## config.mk

```make
export PLATFORM = sky130hd
export DESIGN_NAME = phy_indirect_port
export DESIGN_NICKNAME = d
export VERILOG_FILES = /design/src/rtl/phy_indirect_port.sv
export SDC_FILE = /design/constraint.sdc
export NUM_CORES = 2
export LEC_CHECK = 0
export BUFFER_PORTS_ARGS = -buffer_cell sky130_fd_sc_hd__buf_2
export CORE_MARGIN = 2
export CORE_UTILIZATION = 36
export CTS_BUF_LIST = sky130_fd_sc_hd__clkbuf_8
export CTS_CLUSTER_DIAMETER = 200
export CTS_CLUSTER_SIZE = 16
export DETAILED_ROUTE_END_ITERATION = 10
export SYNTH_ARGS = -nofsm -noshare
export SYNTH_HDL_FRONTEND = slang
export SYNTH_SLANG_ARGS = --single-unit
```

## constraint.sdc

```tcl
create_clock -name clk -period 8.4 [get_ports clk]
set_clock_uncertainty 0.05 [all_clocks]
set_input_delay 0.84 -clock clk [delete_from_list [all_inputs] [get_ports clk]]
set_output_delay 0.84 -clock clk [all_outputs]
set_load 0.01 [all_outputs]
```

## src/rtl/phy_indirect_port.sv

```systemverilog
module phy_indirect_port #(
  parameter int LATENCY = 4,
  parameter int BUS_AW = 12,
  parameter logic [BUS_AW-1:0] CMD_ADDR = 12'h300,
  parameter logic [BUS_AW-1:0] DATA_ADDR = 12'h304
) (
  input  logic              clk,
  input  logic              rst_n,
  input  logic              bus_we,
  input  logic [BUS_AW-1:0] bus_addr,
  input  logic [15:0]       bus_wdata,
  output logic [15:0]       bus_rdata
);
  localparam int OFF_W = 8;
  localparam int PHY_DEPTH = 1 << OFF_W;
  localparam int CNT_W = $clog2(LATENCY + 1);

  logic [OFF_W-1:0] off_q;
  logic             wr_q;
  logic             busy_q;
  logic [7:0]       data_q;
  logic [CNT_W-1:0] cnt_q;
  logic [7:0]       phy_mem [PHY_DEPTH];

  wire cmd_hit  = bus_we && (bus_addr == CMD_ADDR);
  wire data_hit = bus_we && (bus_addr == DATA_ADDR);
  wire launch   = cmd_hit && !busy_q;
  wire done     = busy_q && (cnt_q == '0);
  wire unused_wdata = &{1'b0, bus_wdata[15:9]};

  always_ff @(posedge clk) begin
    if (!rst_n) begin
      off_q  <= '0;
      wr_q   <= 1'b0;
      busy_q <= 1'b0;
      cnt_q  <= '0;
      data_q <= '0;
    end else begin
      if (launch) begin
        off_q  <= bus_wdata[OFF_W-1:0];
        wr_q   <= bus_wdata[8];
        busy_q <= 1'b1;
        cnt_q  <= CNT_W'(LATENCY - 1);
      end else if (done) begin
        busy_q <= 1'b0;
        if (!wr_q) data_q <= phy_mem[off_q];
      end else if (busy_q) begin
        cnt_q <= cnt_q - 1'b1;
      end
      if (data_hit && !busy_q) data_q <= bus_wdata[7:0];
    end
  end

  always_ff @(posedge clk) begin
    if (!rst_n) begin
      for (int i = 0; i < PHY_DEPTH; i++) phy_mem[i] <= '0;
    end else if (done && wr_q) begin
      phy_mem[off_q] <= data_q;
    end
  end

  always_comb begin
    bus_rdata = '0;
    if (bus_addr == CMD_ADDR)       bus_rdata = {6'b0, busy_q, wr_q, off_q};
    else if (bus_addr == DATA_ADDR) bus_rdata = {8'b0, data_q};
  end
endmodule

```

==> flow_summary.toml <==
[placed_design]
io_buffers = 33
place.gp.congestion = 0.894
post-dp-hpwl_um = 176000

[critical_path]
critPathLaunchType = "flop"
crit_path_top_delay_cell = "a211oi_1"
cp_cell_sequence = "buf_4 -> nand2b_2 -> buf_4 -> o22ai_1 -> o32ai_1 -> a311oi_1 -> a211oi_1 -> or3_1 -> a31oi_1"
cp_max_fo = 35
max_stage_delay_ps = 860
required_ps = 9230
critPathCaptureType = "flop"
r2r_cells = 9
crit_buf_inv = 2
path_delay_family = "compound AO/OA/AOI/OAI gates"
r2r-end = "data_q[6]"
cp-endpoint = "data_q[6]"
arrival_ps = 5770
cpMostUsedCell = "buf_4"
path_depth = 9
worst-r2r-setup-slack_ps = 3470
worst-setup-path-type = "reg -> reg"

[clocking]
path_clk_slew_ps = 110
cts-hold-fix-buffers = 0
cts_inserted_buffers = 147
htree_levels = 4
cts-root-buf = "clkbuf_8"
cts_sinks = 2077
cts_resized = 0
cts_max_path_buffers = 3
cts_tree = "built"
cts_setup_buffers = 0
worstSkewPairLatency_ps = 1010

[logic_synthesis]
synthArstFlopShare_pct = 0
synthTopCellsByCount = "edfxtp_1 (2048), and3_1 (1703), clkbuf_1 (715)"
yosysTopAreaCell = "edfxtp_1"
avgSynthCellArea_um2 = 14.4
synth-edff-count = 2048
ys_seq_elements = 2077
synthFlopType = "edfxtp_1"
yosys_warnings = 0
synthTopCellsByArea = "edfxtp_1 (63%), and3_1 (11%), mux4_2 (11%)"
synth.most_common_cell = "edfxtp_1"
synth_cell_types = 68
syn_area_um2 = 97200
synth_top_area_share_pct = 63.3
synth_seq_area_share_pct = 63.9
synthCells = 6766

[power_and_ir_drop]
power_density_nw_per_um2 = 170
power.total_uw = 17500
power.leakage_uw = 0.0389
irDropWorstVdd_v = 0.000197

[sta]
drv_slew = 0
fmax_mhz = 203
setup_tns_ps = 0
finalHoldViolCount = 0
slew_headroom_pct = 3.41
finalSetupViolCount = 0
fin_crit_sh_pct = 58.7
rsz0062_at_grt = "false"
tightestPinTransition_ps = 1430
timing.final.crit_period_ps = 4930

[layout]
fillers = 24800
multi_input_area_um2 = 31500
synthToLayoutAreaGrowth_pct = 6.34
seq_area_um2 = 62100
final_nets = 6460
drive_gt1_share_pct = 16.9

[detailed_routing]
routed_via_density = 5.99
ant_nets = 0
drc = 0
routedWlPerCell_um = 30.3
wl_um = 304000
vias = 60100
firstDrtPassIters = 6
drt-initial-drc-count = 8459

[floorplanning]
coreArea_um2 = 268000
die_area_um2 = 274000
start_util_pct = 36.2
io_pins = 47
die-width_um = 524
rows = 190
fp.dieH_um = 524

[grt]
grt_antenna_before_repair = 20
grt_first_pass_wirelength_um = 432000
grt_use_met2_pct = 33.9
met1_usage_pct = 29.7
grt.overflow.total = 0
use_met3_pct = 4.55
gr-usage-all-layers_pct = 21.7
grt_start_max_net_pins = 211
busiest_layer = "met2"
grt_pass1_vias = 58400

[outcome]
status = "completed"

[run]
cap_violations = 0

[worst_hold_path]
hold_class = "in -> reg"
hold_start = "bus_wdata[6]"
## logic make-up (layout without fill, tap and decap cells)
kind of cell | after synthesis | after routing | synth area share [%]
other | 1 | 34 | 0.00386
and+or+nand+nor | 2556 | 2556 | 15.5
muxes | 672 | 672 | 12.9
adders and majority gates | 2 | 2 | 0.0257
buffers and inverters | 885 | 569 | 4.02
xor gates and xnor gates | 1 | 1 | 0.00901
DFF | 2077 | 2077 | 63.9
AOI/OAI and AO/OA | 572 | 572 | 3.63
## metrics by stage
stage | hold slack [ps] | area [µm²] | setup slack (ps) | instances | util (%)
floorplan | 482 | 97200 | 5270 | 6771 | -
detailed placement | 512 | 101000 | 3550 | 9829 | 37.7
CTS | 58.2 | 103000 | 3640 | 10000 | 38.5
global route | 111 | 103000 | 3350 | 10000 | 38.5
finish | 122 | 103000 | 3470 | 10000 | 38.5
global placement | 518 | 101000 | 3570 | 9829 | 37.7
## routing by layer
| layer | share of wire, % | wire length [µm] |
|---|---|---|
| met5 | 0.011 | 34 |
| met4 | 4.0 | 12200 |
| met3 | 9.4 | 28600 |
| met2 | 47 | 142000 |
| met1 | 40 | 121000 |
## placed cells by master (no fill, tap or decap), types with 22 or more instances in the layout
cell type  instances
o221ai_1          47
nor2_1           102
mux2i_1          191
nor2b_1           26
edfxtp_1        2048
and3_1          1703
clkbuf_8         154
nand3_1           39
a21oi_1           61
buf_4            332
o22ai_1           40
inv_1             22
nor2_4            24
nand2_1          197
buf_2             32
mux4_2           462
a22oi_1           23
and2_1           366
diode_2           28
o21ai_0          264
## flip-flops by register name, indices dropped and copies added, names as in the netlist, named ones only
| signal | flops |
|---|---|
| data_q | 8 |
| busy_q | 1 |
| cnt_q | 3 |
| wr_q | 1 |
| phy_mem | 2048 |
| off_q | 8 |
## worst min-delay path, stage by stage
cell and delay (ps):
buf_2 90, mux2i_1 60, nor2b_1 130
## worst min path at each step
stage,end,slack [ps],cells past startpoint
5_1_grt,flop,110,3
3_5_place_dp,cnt_q[0],510,2
4_1_cts,flop,60,3
2_1_floorplan,cnt_q[1],480,2
3_3_place_gp,wr_q,520,2
6_report,flop,120,3
## area by class of cell
| class | instances | area share, % |
|---|---|---|
| clock buffer | 153 | 2.04 |
| clock inverter | 24 | 0.130 |
| timing repair buffer | 380 | 2.86 |
| inverter | 12 | 0.0472 |
| tap | 3552 | 4.30 |
| sequential | 2077 | 60.1 |
| multi-input combinational | 3809 | 30.4 |
| antenna | 28 | 0.0678 |
## power breakdown
part	leakage (µW)	switching, µW	internal (µW)
Clock	0.00120	3300	1660
Combinational	0.0178	403	246
Sequential	0.0199	126	11800
(Power assumes the default switching activity.)
